<file path="src/rtl/clksel_pkg.sv">
package clksel_pkg;
  localparam int NUM_SRC = 5;
  localparam int SRC_W   = 3;

  localparam logic [SRC_W-1:0] SRC_HFRC = 3'd0;
  localparam logic [SRC_W-1:0] SRC_XTAL = 3'd1;
  localparam logic [SRC_W-1:0] SRC_LFRC = 3'd2;
  localparam logic [SRC_W-1:0] SRC_RTC  = 3'd3;
  localparam logic [SRC_W-1:0] SRC_PLL  = 3'd4;

  localparam logic [1:0] ADDR_CTL  = 2'd0;
  localparam logic [1:0] ADDR_PLLA = 2'd1;
  localparam logic [1:0] ADDR_PLLB = 2'd2;
  localparam logic [1:0] ADDR_STAT = 2'd3;

  localparam int CTL_DIV_LSB  = 8;
  localparam int CTL_COMMIT   = 31;
  localparam int PLLA_EN      = 31;
  localparam int STAT_SRC_LSB = 4;
  localparam int STAT_MUL_LSB = 16;
endpackage

</file>
<file path="src/rtl/clksel_regs.sv">
module clksel_regs
  import clksel_pkg::*;
#(
  parameter int DIV_W = 8,
  parameter int MUL_W = 10,
  parameter int DLY_W = 16,
  parameter logic [DLY_W-1:0] DLY_RST = 4
) (
  input  logic             clk,
  input  logic             rst_n,
  input  logic             we,
  input  logic [1:0]       addr,
  input  logic [31:0]      wdata,
  input  logic             locked,
  input  logic [SRC_W-1:0] active_src,
  output logic [31:0]      rdata,
  output logic [SRC_W-1:0] src_req,
  output logic [DIV_W-1:0] div_val,
  output logic             apply,
  output logic [DLY_W-1:0] stg_dly,
  output logic             act_en
);
  logic             pend;
  logic             stg_en;
  logic [MUL_W-1:0] stg_mul;
  logic [MUL_W-1:0] act_mul;
  logic             wr_commit;

  assign wr_commit = we && (addr == ADDR_CTL) && wdata[CTL_COMMIT];
  assign apply     = pend;

  always_ff @(posedge clk) begin
    if (!rst_n) begin
      src_req <= SRC_HFRC;
      div_val <= '0;
      pend    <= 1'b0;
      stg_en  <= 1'b0;
      stg_mul <= '0;
      stg_dly <= DLY_RST;
      act_en  <= 1'b0;
      act_mul <= '0;
    end else begin
      pend <= 1'b0;
      if (pend) begin
        act_en  <= stg_en;
        act_mul <= stg_mul;
      end
      if (we) begin
        case (addr)
          ADDR_CTL: begin
            src_req <= wdata[SRC_W-1:0];
            div_val <= wdata[CTL_DIV_LSB +: DIV_W];
            pend    <= wdata[CTL_COMMIT];
          end
          ADDR_PLLA: begin
            stg_en  <= wdata[PLLA_EN];
            stg_mul <= wdata[MUL_W-1:0];
          end
          ADDR_PLLB: stg_dly <= wdata[DLY_W-1:0];
          default: ;
        endcase
      end
    end
  end

  always_comb begin
    rdata = '0;
    case (addr)
      ADDR_CTL: begin
        rdata[SRC_W-1:0]            = src_req;
        rdata[CTL_DIV_LSB +: DIV_W] = div_val;
        rdata[CTL_COMMIT]           = pend;
      end
      ADDR_PLLA: begin
        rdata[PLLA_EN]     = stg_en;
        rdata[MUL_W-1:0]   = stg_mul;
      end
      ADDR_PLLB: rdata[DLY_W-1:0] = stg_dly;
      default: begin
        rdata[0]                      = locked;
        rdata[1]                      = act_en;
        rdata[STAT_SRC_LSB +: SRC_W]  = active_src;
        rdata[STAT_MUL_LSB +: MUL_W]  = act_mul;
      end
    endcase
  end

  // the commit flag lives for one cycle unless it is written again
  assert_commit_selfclear_R3: assert property (@(posedge clk) disable iff (!rst_n)
    (pend && !wr_commit) |=> !pend);
  // the active PLL settings move only on an apply edge
  assert_staged_hold_R2: assert property (@(posedge clk) disable iff (!rst_n)
    !pend |=> ($stable(act_mul) && $stable(act_en)));
endmodule

</file>
<file path="src/rtl/clksel_lock.sv">
module clksel_lock #(
  parameter int DLY_W = 16
) (
  input  logic             clk,
  input  logic             rst_n,
  input  logic             apply,
  input  logic [DLY_W-1:0] stg_dly,
  input  logic             act_en,
  output logic             locked
);
  logic [DLY_W-1:0] cnt;

  always_ff @(posedge clk) begin
    if (!rst_n) begin
      locked <= 1'b0;
      cnt    <= '0;
    end else if (apply) begin
      locked <= 1'b0;
      cnt    <= stg_dly;
    end else if (act_en && !locked) begin
      if (cnt == '0) locked <= 1'b1;
      else           cnt    <= cnt - 1'b1;
    end
  end

  // an apply edge always leaves the PLL unlocked
  assert_lock_drop_R4: assert property (@(posedge clk) disable iff (!rst_n)
    apply |=> !locked);
  // a disabled PLL never reports lock
  assert_off_no_lock_R4: assert property (@(posedge clk) disable iff (!rst_n)
    !act_en |-> !locked);
endmodule

</file>
<file path="src/rtl/clksel_mux.sv">
module clksel_mux
  import clksel_pkg::*;
(
  input  logic               clk,
  input  logic               rst_n,
  input  logic [SRC_W-1:0]   src_req,
  input  logic               apply,
  input  logic               locked,
  input  logic [NUM_SRC-1:0] src_tick,
  output logic [SRC_W-1:0]   active_src,
  output logic               sel_tick,
  output logic               switching
);
  logic [SRC_W-1:0] nxt_src;

  always_comb begin
    nxt_src = active_src;
    if (src_req < SRC_PLL) begin
      nxt_src = src_req;
    end else if (apply) begin
      if (active_src == SRC_PLL) nxt_src = SRC_HFRC;
    end else if (src_req == SRC_PLL && locked) begin
      nxt_src = SRC_PLL;
    end
  end

  assign switching = (nxt_src != active_src);

  always_ff @(posedge clk) begin
    if (!rst_n) active_src <= SRC_HFRC;
    else        active_src <= nxt_src;
  end

  always_comb begin
    case (active_src)
      SRC_HFRC: sel_tick = src_tick[0];
      SRC_XTAL: sel_tick = src_tick[1];
      SRC_LFRC: sel_tick = src_tick[2];
      SRC_RTC:  sel_tick = src_tick[3];
      SRC_PLL:  sel_tick = src_tick[4] && locked;
      default:  sel_tick = 1'b0;
    endcase
  end

  // the PLL is never the active source without lock
  assert_pll_locked_R5: assert property (@(posedge clk) disable iff (!rst_n)
    (active_src == SRC_PLL) |-> locked);
  // an apply while on the PLL falls back to the fast RC oscillator
  assert_apply_leave_pll_R6: assert property (@(posedge clk) disable iff (!rst_n)
    (apply && active_src == SRC_PLL && src_req >= SRC_PLL) |=> (active_src == SRC_HFRC));
  // reserved codes do not move the source
  assert_bad_code_hold_R7: assert property (@(posedge clk) disable iff (!rst_n)
    (src_req > SRC_PLL && !apply) |=> $stable(active_src));
endmodule

</file>
<file path="src/rtl/clksel_div.sv">
module clksel_div #(
  parameter int DIV_W = 8
) (
  input  logic             clk,
  input  logic             rst_n,
  input  logic [DIV_W-1:0] div_val,
  input  logic             sel_tick,
  input  logic             switching,
  output logic             sys_tick
);
  logic [DIV_W-1:0] cnt;
  logic [DIV_W-1:0] last_cnt;

  assign last_cnt = (div_val == '0) ? '0 : div_val - 1'b1;

  always_ff @(posedge clk) begin
    if (!rst_n) begin
      cnt      <= '0;
      sys_tick <= 1'b0;
    end else begin
      sys_tick <= 1'b0;
      if (switching) begin
        cnt <= '0;
      end else if (sel_tick) begin
        if (cnt >= last_cnt) begin
          cnt      <= '0;
          sys_tick <= 1'b1;
        end else begin
          cnt <= cnt + 1'b1;
        end
      end
    end
  end

  // every output pulse follows a tick of the active source
  assert_tick_src_R9: assert property (@(posedge clk) disable iff (!rst_n)
    sys_tick |-> $past(sel_tick));
  // divisors 0 and 1 pass each tick straight through
  assert_div1_R8: assert property (@(posedge clk) disable iff (!rst_n)
    (!switching && sel_tick && div_val <= 1) |=> sys_tick);
  // a source change swallows that cycle's tick
  assert_switch_drop_R10: assert property (@(posedge clk) disable iff (!rst_n)
    switching |=> !sys_tick);
endmodule

</file>
<file path="src/rtl/sysclk_src_sel.sv">
module sysclk_src_sel
  import clksel_pkg::*;
#(
  parameter int DIV_W = 8,
  parameter int MUL_W = 10,
  parameter int DLY_W = 16,
  parameter logic [DLY_W-1:0] DLY_RST = 4
) (
  input  logic               clk,
  input  logic               rst_n,
  input  logic               reg_we,
  input  logic [1:0]         reg_addr,
  input  logic [31:0]        reg_wdata,
  output logic [31:0]        reg_rdata,
  input  logic [NUM_SRC-1:0] src_tick,
  output logic               sys_tick,
  output logic [SRC_W-1:0]   active_src,
  output logic               pll_locked
);
  logic [SRC_W-1:0] src_req;
  logic [DIV_W-1:0] div_val;
  logic             apply;
  logic [DLY_W-1:0] stg_dly;
  logic             act_en;
  logic             sel_tick;
  logic             switching;

  clksel_regs #(.DIV_W(DIV_W), .MUL_W(MUL_W), .DLY_W(DLY_W), .DLY_RST(DLY_RST)) u_regs (
    .clk(clk), .rst_n(rst_n), .we(reg_we), .addr(reg_addr), .wdata(reg_wdata),
    .locked(pll_locked), .active_src(active_src), .rdata(reg_rdata),
    .src_req(src_req), .div_val(div_val), .apply(apply),
    .stg_dly(stg_dly), .act_en(act_en)
  );

  clksel_lock #(.DLY_W(DLY_W)) u_lock (
    .clk(clk), .rst_n(rst_n), .apply(apply), .stg_dly(stg_dly),
    .act_en(act_en), .locked(pll_locked)
  );

  clksel_mux u_mux (
    .clk(clk), .rst_n(rst_n), .src_req(src_req), .apply(apply),
    .locked(pll_locked), .src_tick(src_tick), .active_src(active_src),
    .sel_tick(sel_tick), .switching(switching)
  );

  clksel_div #(.DIV_W(DIV_W)) u_div (
    .clk(clk), .rst_n(rst_n), .div_val(div_val), .sel_tick(sel_tick),
    .switching(switching), .sys_tick(sys_tick)
  );
endmodule

</file>
<file path="config.mk">
export PLATFORM = sky130hd
export DESIGN_NAME = sysclk_src_sel
export DESIGN_NICKNAME = d
export VERILOG_FILES = /design/src/rtl/clksel_pkg.sv /design/src/rtl/clksel_regs.sv /design/src/rtl/clksel_lock.sv /design/src/rtl/clksel_mux.sv /design/src/rtl/clksel_div.sv /design/src/rtl/sysclk_src_sel.sv
export SDC_FILE = /design/constraint.sdc
export NUM_CORES = 1
export LEC_CHECK = 0
export ABC_CLOCK_PERIOD_IN_PS = 8200
export BUFFER_PORTS_ARGS = -buffer_cell sky130_fd_sc_hd__clkbuf_2
export CAP_MARGIN = 15
export CORE_UTILIZATION = 40
export DETAILED_ROUTE_END_ITERATION = 8
export GPL_ROUTABILITY_DRIVEN = 1
export MAX_ROUTING_LAYER = met4
export PLACE_DENSITY = 0.71
export REMOVE_ABC_BUFFERS = 1
export SKIP_LAST_GASP = 1
export SYNTH_ARGS = -nofsm -noshare
export SYNTH_HDL_FRONTEND = slang
export SYNTH_SLANG_ARGS = --single-unit
</file>
<file path="constraint.sdc">
create_clock -name clk -period 8.2 [get_ports clk]
set_input_delay 1.64 -clock clk [delete_from_list [all_inputs] [get_ports clk]]
set_output_delay 1.64 -clock clk [all_outputs]
set_load 0.01 [all_outputs]
</file>
==> results_dict.tcl, run 1 <==
set metrics [dict create \
    power_switching_mw 0.232 \
    clockBufferDepth 2 \
    postSynthAreaPerCell_um2 8.18 \
    fp.dieH_um 106 \
    fill_cells 1043 \
    slew_violations 0 \
    die-area_um2 11200 \
    synthTopCellsByCount "107 x nand2_1, 79 x dfxtp_1, 32 x a21boi_0" \
    dpl_worst_slack_ps 3380 \
    required_ps 6560 \
    fin_crit_ps 4820 \
    leakage_nw 1.84 \
    totalWireLength_um 10300 \
    place.gp.congestion 0.826 \
    dpl.hpwl_um 7270 \
    start_util_pct 41.4 \
    crit_path_end_kind "output port" \
    pwr_density_cell_nw_per_um2 167 \
    ys.flop_type "dfxtp_1" \
    finish.net_count 623 \
    power.share.clock_pct 37.3 \
    p_int_mw 0.576 \
    cts-root-buf "clkbuf_8" \
    layout-drive-gt1-share_pct 15.3 \
    setup-violations-final 0 \
    synthMostInstantiatedCell "nand2_1" \
    io_buffer_count 58 \
    worst_slack_ps 3380 \
    vdd_drop_max_mv 0.0964 \
    post_cts_buffers 0 \
    cts_tree "yes" \
    first_global_vias 3495 \
    grt.total_usage_pct 19.8 \
    seqPwrFrac_pct 50.0 \
    slew_headroom_pct 27.8 \
    combPwrFrac_pct 12.7 \
    holdBufCountCts 0 \
    cts.repair.resized 0 \
    drc 0 \
    ios 79 \
    area_delta_synth_final_pct 12.4 \
    antenna_left 0 \
    fin_crit_sh_pct 58.8 \
    yosysUniqueCellTypes 60 \
    clk_pin_slew_worst_paths_ps 80 \
    outcome "completed" \
    drt_pass1_iterations 4 \
    yosys-top-cells-area "dfxtp_1 37%, nand2_1 9.4%, a21boi_0 5.6%, mux2i_1 5.1%, ha_1 4.7%" \
    r2r-end "u_div.cnt[7]" \
    cp.arrival_ps 3180 \
    ys_ff_latch 79 \
    maxCapViolCount 0 \
    whs_ps 486 \
    cp_max_fo 18 \
    core_um2 10400 \
    initialDrtViolationCount 216 \
    reg2reg_from "u_regs.div_val[0]" \
    rsz0062_at_grt "false" \
    cp-endpoint "reg_rdata[4]" \
    synth_area_um2 4290 \
    reg2reg_setup_slack_ps 4540 \
    cts.sinks 79 \
    crit_path_start_kind "input port" \
    worst_pin_slew_ps 1080 \
    synthArstFlopShare_pct 0 \
    wl_per_cell_um 14.6 \
    overflow 0 \
    num_vias 3817 \
    skew_ps 10.6 \
    rows 37 \
    yosys.area.top_type "dfxtp_1" \
    path_class "in2out" \
    antenna_found_initial 0 \
    die_w_um 106 \
    swShare_pct 28.7 \
    synth_enable_flop_cells 0 \
    synth_top_cell_area_share_pct 36.8 \
    avgViaCountPerCell 5.41 \
    synthCells 525 \
    finalSetupTns_ps 0 \
    diodes 0 \
    worstHoldPathType "reg2reg" \
    grt_pass1_wl_um 17300 \
    cts_made_buffers 9 \
    hold_violations 0 \
    grt_max_degree 75 \
    reg2reg_depth 12 \
    yosysWarnings 0 \
    fmax_ghz 0.207 \
    cts_max_level 3 \
    yosysSeqAreaShare_pct 36.8 \
    clk_latency_ps 350 \
    crit_start "reg_addr[0]" \
]
how the worst min path moves through the flow:
stage	to	cells after the start	start
after floorplan	u_regs.stg_dly[11]	2	u_regs.stg_dly[11]
after global placement	u_regs.stg_dly[11]	2	u_regs.stg_dly[11]
after detailed placement	u_regs.stg_dly[11]	2	u_regs.stg_dly[11]
after CTS	u_regs.stg_dly[11]	2	u_regs.stg_dly[11]
after global routing	u_regs.stg_dly[12]	2	u_regs.stg_dly[12]
final	u_regs.stg_dly[8]	2	u_regs.stg_dly[8]
worst max-delay path: stages:
cell	delay [ps]
clkbuf_2	120
inv_1	90
ha_1	670
a22oi_1	260
o21ai_0	240
clkbuf_2	170
layout by cell type (no fill, tap or decap), types with 3 or more instances in the layout:
master,n
dfxtp_1,79
nand4b_1,3
nand3_1,20
a22oi_1,4
a31oi_1,9
nand2b_1,3
clkinvlp_4,3
nor2b_1,15
inv_1,15
conb_1,5
nor4_2,4
inv_6,3
and2_1,15
xnor2_1,7
a21boi_0,32
clkbuf_2,58
o21ai_0,21
a222oi_1,5
nor3_1,7
mux2i_1,22
clkbuf_8,9
a22o_1,7
and3_1,5
a21boi_1,7
nor2_1,23
a21oi_1,19
ha_1,16
nand2_1,107
sequential cells by signal (all words and copies together) (netlist names):
signal	cells
u_div.cnt	8
u_regs.stg_en	1
u_mux.active_src	3
u_regs.stg_mul	10
u_regs.apply	1
u_regs.src_req	3
u_regs.act_mul	10
u_regs.stg_dly	16
u_regs.act_en	1
u_div.sys_tick	1
u_lock.cnt	16
u_lock.locked	1
u_regs.div_val	8
layout make-up:
cell class,instances,area [um2],share of cell area (%)
multi-input cells,400,2510,52.0
well taps,136,170,3.52
clock buffers,9,124,2.57
inverters,15,56.3,1.17
clock inverters,7,78.8,1.63
flip-flops and latches,79,1580,32.8
repair buffers,60,305,6.32
metal layers:
| metal | GRT usage [%] | share of wire (%) | wire (um) | up-vias |
|---|---|---|---|---|
| li1 | - | - | - | 1906 |
| met1 | 26.5 | 48 | 4940 | 1788 |
| met2 | 31.4 | 46 | 4770 | 114 |
| met3 | 2.66 | 4.8 | 491 | 9 |
| met4 | 5.36 | 1.0 | 104 | 0 |
| met5 | - | 0 | 0 | - |
metrics by stage:
step                      area, um2  power, mW  util [%]  std cells
after floorplan                4150      0.478         -        494
after global placement         4630      0.510      44.6        690
after detailed placement       4630      0.514      44.6        690
after CTS                      4830      0.812      46.6        706
after global routing           4830      0.845      46.6        706
final                          4830      0.808      46.6        706
cells by family after synthesis:
group           synth area share, %
flops                          36.8
mux                            5.39
buf+inv                        5.01
compound gates                 20.5
xor+xnor                       1.84
other cells                  0.0873
simple gates                   25.7
fa+ha+maj                      4.66
power by group through the flow:
stage | registers (mW) | logic, mW | clock network [mW]
after floorplan | 0.410 | 0.0677 | 0
after global placement | 0.412 | 0.0983 | 0
after detailed placement | 0.412 | 0.102 | 0
after CTS | 0.403 | 0.102 | 0.306
after global routing | 0.405 | 0.117 | 0.324
final | 0.403 | 0.103 | 0.301
(Power assumes the default switching activity.)
==> run 2: changes to the inputs <==
--- a/config.mk
+++ b/config.mk
@@ -5,14 +5,15 @@
 export SDC_FILE = /design/constraint.sdc
 export NUM_CORES = 1
 export LEC_CHECK = 0
-export ABC_CLOCK_PERIOD_IN_PS = 8200
+export ABC_AREA = 1
+export ABC_CLOCK_PERIOD_IN_PS = 4000
 export BUFFER_PORTS_ARGS = -buffer_cell sky130_fd_sc_hd__clkbuf_2
 export CAP_MARGIN = 15
 export CORE_UTILIZATION = 40
 export DETAILED_ROUTE_END_ITERATION = 8
 export GPL_ROUTABILITY_DRIVEN = 1
 export MAX_ROUTING_LAYER = met4
-export PLACE_DENSITY = 0.71
+export PLACE_DENSITY = 0.73
 export REMOVE_ABC_BUFFERS = 1
 export SKIP_LAST_GASP = 1
 export SYNTH_ARGS = -nofsm -noshare
==> constraint.sdc (replaced) <==
create_clock -name clk -period 4 [get_ports clk]
set_input_delay 0.8 -clock clk [delete_from_list [all_inputs] [get_ports clk]]
set_output_delay 0.8 -clock clk [all_outputs]
set_load 0.01 [all_outputs]
==> run 2 against run 1 <==
Synthesized cell count is 25% higher. Global-route usage is 1.6 points higher. Combinational power grew to 3.3 times the previous value. First-iteration DRC count is 56% higher. Largest power group unchanged. Highest routed layer unchanged.
==> results_dict.tcl, run 2 <==
set metrics [dict create \
    cp_max_fo 5 \
    first_global_vias 4170 \
    antenna_left 0 \
    reg2reg_depth 16 \
    start_util_pct 41.8 \
    synthArstFlopShare_pct 0 \
    drc 0 \
    hold_depth 2 \
    placed_cells 826 \
    synth_enable_flop_cells 0 \
    grt_util_met2_pct 36.2 \
    max_stage_delay_ps 340 \
    hold_path_end "u_regs.stg_dly[3]" \
    avgViaCountPerCell 5.15 \
    postSynthAreaPerCell_um2 6.66 \
    num_vias 4335 \
    grt.met1_usage_pct 25.8 \
    crit_path_start_kind "flop" \
    grt-busiest-layer "met2" \
    skew_ps 9.27 \
    cts_max_level 3 \
    fin_crit_sh_pct 75.9 \
    cts_tree "yes" \
    yosysWarnings 0 \
    synthMostInstantiatedCell "nand2_1" \
    required_ps 4290 \
    maxCapViolCount 0 \
    cpMaxStageDelayCell "dfxtp_1" \
    path_cells "inv_1 -> ha_1 -> nand2_1 -> nor3_1 -> inv_1 -> nor3_1 -> inv_1 -> o21ai_0 -> ha_1 -> a21oi_1 -> o21ai_0 -> a21oi_1 -> nand2_1 -> nand2_1 -> nand3_2 -> nor2_1" \
    grt_pass1_wl_um 18900 \
    clk_latency_ps 360 \
    worstHoldPathType "reg2reg" \
    worst-path-buf-inv 3 \
    min-delay-start "u_regs.stg_dly[3]" \
    die-area_um2 11300 \
    reg2reg_setup_slack_ps 960 \
    top_regs "u_lock.cnt x16, u_regs.stg_dly x16" \
    crit_path_end_kind "flop" \
    rows 37 \
    worst_pin_slew_ps 840 \
    wl_per_cell_um 13.4 \
    overflow 0 \
    path_delay_family "simple AND/OR/NAND/NOR gates" \
    slew_headroom_pct 43.9 \
    antenna_found_initial 0 \
    slew_violations 0 \
    leakage_nw 2.34 \
    diodes 0 \
    holdBufCountCts 0 \
    core_um2 10400 \
    fin_cells 842 \
    place.gp.congestion 0.952 \
    cp.arrival_ps 3330 \
    outcome "completed" \
    grt.total_usage_pct 21.4 \
    path_class "reg2reg" \
    clockBufferDepth 2 \
    fp.dieH_um 106 \
    yosysSeqAreaShare_pct 36.3 \
    r2r-end "u_div.cnt[7]" \
    setup-violations-final 0 \
    io_buffer_count 58 \
    fill_cells 1039 \
    synthTopCellsByCount "144 x nand2_1, 115 x nor2_1, 79 x dfxtp_1" \
    drt_pass1_iterations 5 \
    cts.repair.resized 0 \
    hold_violations 0 \
    rsz0062_at_grt "false" \
    finalSetupTns_ps 0 \
    initialDrtViolationCount 337 \
    area_delta_synth_final_pct 13.1 \
    layout-drive-gt1-share_pct 14.3 \
    finish.net_count 759 \
    pwr_density_cell_nw_per_um2 380 \
    grt_util_met3_pct 2.70 \
    ys.flop_type "dfxtp_1" \
    cts.sinks 79 \
    synth_top_cell_area_share_pct 36.3 \
    totalWireLength_um 11300 \
    cts_made_buffers 9 \
    dpl.hpwl_um 8310 \
    reg2reg_from "u_regs.div_val[0]" \
    grt_max_degree 52 \
    yosys.area.top_type "dfxtp_1" \
    clk_pin_slew_worst_paths_ps 90 \
    ios 79 \
    yosysUniqueCellTypes 34 \
    synthCells 654 \
    vdd_drop_max_mv 0.172 \
    die_w_um 106 \
    fin_crit_ps 3040 \
    synth_area_um2 4350 \
    yosys-top-cells-area "dfxtp_1 36%, nand2_1 12%, nor2_1 9.9%, o21ai_0 8.2%, inv_1 5.7%" \
    cts-root-buf "clkbuf_8" \
    layout_common_cells "144 x nand2_1, 115 x nor2_1, 79 x dfxtp_1" \
    ys_ff_latch 79 \
    layout_commonest_cell "nand2_1" \
    post_cts_buffers 0 \
    fmax_ghz 0.329 \
]
==> run 2: cell types whose count changed in the layout (fill, tap and decap cells not counted), sizes merged, moves of 7 or more <==
cell    delta
a31oi      -9
inv       +51
a21oi     +29
nor2b     -15
nor2      +96
o21ai     +48
nand4      +8
and2      -15
xor2       +8
nand2     +41
mux2i     -22
a21boi    -37
a22o       -7
==> run 2: worst max path at each step <==
stage | start | slack [ps] | endpoint | cells after the start
after floorplan | reg_addr[0] | 1570 | reg_rdata[10] | 4
after global placement | reg_addr[0] | 1110 | reg_rdata[10] | 6
after detailed placement | u_regs.div_val[0] | 1060 | u_div.cnt[7] | 16
after CTS | u_regs.div_val[0] | 1020 | u_div.cnt[7] | 16
after global routing | u_regs.div_val[0] | 570 | u_div.cnt[5] | 16
final | u_regs.div_val[0] | 960 | u_div.cnt[7] | 16
==> run 2: cells by family (layout without fill, tap and decap cells) <==
group           Yosys count  in the layout  synth area share, %
other cells               1              5               0.0861
fa+ha+maj                16             16                 4.60
xor+xnor                 14             14                 2.82
buf+inv                  99            147                 9.72
simple gates            311            311                 29.4
flops                    79             79                 36.3
compound gates          134            134                 17.0
==> run 2: final cells by class <==
cell class / count / area, um2 / area share (%)
clock inverters: 6 / 92.6 / 1.88
well taps: 136 / 170 / 3.46
clock buffers: 10 / 138 / 2.79
repair buffers: 62 / 320 / 6.50
multi-input cells: 480 / 2360 / 48.0
inverters: 69 / 259 / 5.26
flip-flops and latches: 79 / 1580 / 32.1
==> run 2: power by group <==
group	switching, mW	total, mW	leakage [nW]	internal [mW]
registers	0.0277	0.845	0.643	0.817
clock network	0.317	0.689	0.109	0.372
logic	0.217	0.339	1.59	0.123
==> run 2: per-stage QoR <==
stage | hold WS, ps | area [um2] | utilization (%) | worst slack (ps) | total power [mW]
finish | 488 | 4920 | 47.3 | 964 | 1.87
detailed placement | 474 | 4690 | 45.1 | 1060 | 1.20
global route | 508 | 4920 | 47.3 | 568 | 1.97
global placement | 466 | 4690 | 45.1 | 1110 | 1.18
floorplan | 439 | 4200 | - | 1570 | 1.10
CTS | 488 | 4920 | 47.3 | 1020 | 1.88
==> run 2: worst min-delay path, cell delays in order (launching register included) <==
cell and delay [ps]:
dfxtp_1 320, inv_1 70, a21oi_1 60
==> run 2: layer usage <==
metal / routed length [um] / part of all wire, %
met1: 5210 / 46
met2: 5460 / 48
met3: 398 / 3.5
met4: 255 / 2.3
met5: 0 / 0
==> run 3: changes to the inputs <==
--- a/config.mk
+++ b/config.mk
@@ -6,14 +6,14 @@
 export NUM_CORES = 1
 export LEC_CHECK = 0
 export ABC_AREA = 1
-export ABC_CLOCK_PERIOD_IN_PS = 4000
+export ABC_CLOCK_PERIOD_IN_PS = 3150
 export BUFFER_PORTS_ARGS = -buffer_cell sky130_fd_sc_hd__clkbuf_2
 export CAP_MARGIN = 15
 export CORE_UTILIZATION = 40
 export DETAILED_ROUTE_END_ITERATION = 8
 export GPL_ROUTABILITY_DRIVEN = 1
 export MAX_ROUTING_LAYER = met4
-export PLACE_DENSITY = 0.73
+export PLACE_DENSITY = 0.71
 export REMOVE_ABC_BUFFERS = 1
 export SKIP_LAST_GASP = 1
 export SYNTH_ARGS = -nofsm -noshare
==> constraint.sdc (replaced) <==
create_clock -name clk -period 3.15 [get_ports clk]
set_input_delay 0.63 -clock clk [delete_from_list [all_inputs] [get_ports clk]]
set_output_delay 0.63 -clock clk [all_outputs]
set_load 0.01 [all_outputs]
==> run 3 against run 2 <==
Critical endpoint is now u_div.cnt[4]. Fmax increased by 9.4%. Highest routed layer unchanged. Hold slack got worse by 9.9 ps. Final cell count unchanged. Combinational power increased by 28%.
==> results_dict.tcl, run 3 (same netlist as run 2, synthesis figures left out) <==
set metrics [dict create \
    avgViaCountPerCell 5.06 \
    drc 0 \
    reg2reg_from "u_regs.div_val[0]" \
    worst-path-buf-inv 3 \
    hold_violations 0 \
    min-delay-start "u_regs.stg_dly[13]" \
    io_buffer_count 58 \
    final_area_um2 4870 \
    slew_headroom_pct 57.2 \
    placed_cells 829 \
    holdBufCountCts 0 \
    cp_max_fo 5 \
    fin_crit_ps 2770 \
    path_class "reg2reg" \
    cts_made_buffers 9 \
    pwr_density_cell_nw_per_um2 442 \
    reg2reg_depth 16 \
    skew_ps 6.17 \
    die-area_um2 11300 \
    grt.total_usage_pct 21.9 \
    required_ps 3450 \
    cpMaxStageDelayCell "dfxtp_1" \
    cts-root-buf "clkbuf_8" \
    cts_max_level 3 \
    first_global_vias 4052 \
    layout_common_cells "144 x nand2_1, 115 x nor2_1, 79 x dfxtp_1" \
    cp.arrival_ps 3070 \
    grt_max_degree 52 \
    fin_cells 842 \
    leakage_nw 2.33 \
    fp.dieH_um 106 \
    cts_tree "yes" \
    die_w_um 106 \
    worstHoldPathType "reg2reg" \
    vdd_drop_max_mv 0.324 \
    fin_total_pwr_mw 2.15 \
    dpl.hpwl_um 8410 \
    layout_commonest_cell "nand2_1" \
    post_dp_cell_area_um2 4720 \
    totalWireLength_um 11300 \
    clk_latency_ps 360 \
    maxCapViolCount 0 \
    outcome "completed" \
    grt_pass1_wl_um 19000 \
    path_cells "inv_1 -> ha_1 -> nand2_1 -> nor3_1 -> inv_1 -> nor3_2 -> inv_1 -> o21ai_0 -> ha_1 -> a21oi_1 -> o21ai_0 -> a21oi_1 -> nand2_1 -> nand2_1 -> nand3_2 -> nor2_1" \
    top_regs "u_lock.cnt x16, u_regs.stg_dly x16" \
    place.gp.congestion 0.917 \
    grt.met1_usage_pct 27.3 \
    grt_util_met2_pct 34.0 \
    layout-drive-gt1-share_pct 14.3 \
    hold_path_end "u_regs.stg_dly[13]" \
    reg2reg_setup_slack_ps 380 \
    initialDrtViolationCount 227 \
    area_delta_synth_final_pct 12.0 \
    antenna_left 0 \
    wl_per_cell_um 13.4 \
    r2r-end "u_div.cnt[4]" \
    grt_util_met3_pct 4.84 \
    diodes 0 \
    overflow 0 \
    rows 37 \
    antenna_found_initial 0 \
    finalSetupTns_ps 0 \
    hold_depth 2 \
    ios 79 \
    fin_crit_sh_pct 88.1 \
    fill_cells 1075 \
    grt-busiest-layer "met2" \
    crit_path_end_kind "flop" \
    slew_violations 0 \
    crit_path_start_kind "flop" \
    finish.net_count 762 \
    cts.sinks 79 \
    max_stage_delay_ps 320 \
    drt_pass1_iterations 5 \
    clk_pin_slew_worst_paths_ps 80 \
    fmax_ghz 0.360 \
    clockBufferDepth 2 \
    start_util_pct 41.8 \
    rsz0062_at_grt "false" \
    num_vias 4260 \
    worst_pin_slew_ps 642 \
    core_um2 10400 \
    setup-violations-final 0 \
    path_delay_family "simple AND/OR/NAND/NOR gates" \
]
## run 3: worst min-delay path: stages (launching register included)
cell and delay (ps):
dfxtp_1 300, inv_1 70, a21oi_1 60
## run 3: area by class of cell
cell class | count | area [um2] | share of cell area, %
inverters | 69 | 259 | 5.31
flip-flops and latches | 79 | 1580 | 32.5
multi-input cells | 480 | 2370 | 48.6
clock buffers | 11 | 141 | 2.90
repair buffers | 65 | 343 | 7.03
well taps | 136 | 170 | 3.49
clock inverters | 2 | 10.0 | 0.205
## run 3: where the power goes
group	leakage, nW	total (mW)	switching [mW]	internal [mW]
Combinational	1.61	0.434	0.277	0.157
Sequential	0.643	1.07	0.0350	1.04
Clock	0.0809	0.645	0.353	0.292
Total	2.33	2.15	0.664	1.49
## run 3: how the worst max path moves through the flow
| stage | start | end | slack [ps] | cells past startpoint |
|---|---|---|---|---|
| finish | u_regs.div_val[0] | u_div.cnt[4] | 380 | 16 |
| detailed placement | u_regs.div_val[0] | u_div.cnt[4] | 330 | 16 |
| floorplan | u_regs.div_val[0] | u_div.cnt[2] | 780 | 16 |
| global placement | u_regs.div_val[0] | u_div.cnt[7] | 430 | 16 |
| global route | u_regs.div_val[0] | u_div.cnt[5] | 40 | 16 |
| CTS | u_regs.div_val[0] | u_div.cnt[4] | 300 | 16 |
## run 3: what timing repair did
| action | 4_1_cts | 5_1_grt |
|---|---|---|
| endpoints found under the setup margin | 0 | 5 |
| gates resized for setup | 0 | 1 |
| setup buffers | 0 | 0 |
## run 3: metal layers
metal	vias to the layer above	wire, um	share of wire [%]
met3	27	595	5.3
met2	128	5100	45
met1	1917	5310	47
met4	0	301	2.7
li1	2188	-	-
met5	-	0	0
## run 3: stage by stage
stage	hold slack (ps)	setup WS (ps)	util, %
final	479	375	46.8
after global routing	501	42.6	46.8
after CTS	475	296	46.7
after detailed placement	464	326	45.3
after global placement	461	428	45.3
after floorplan	439	784	-
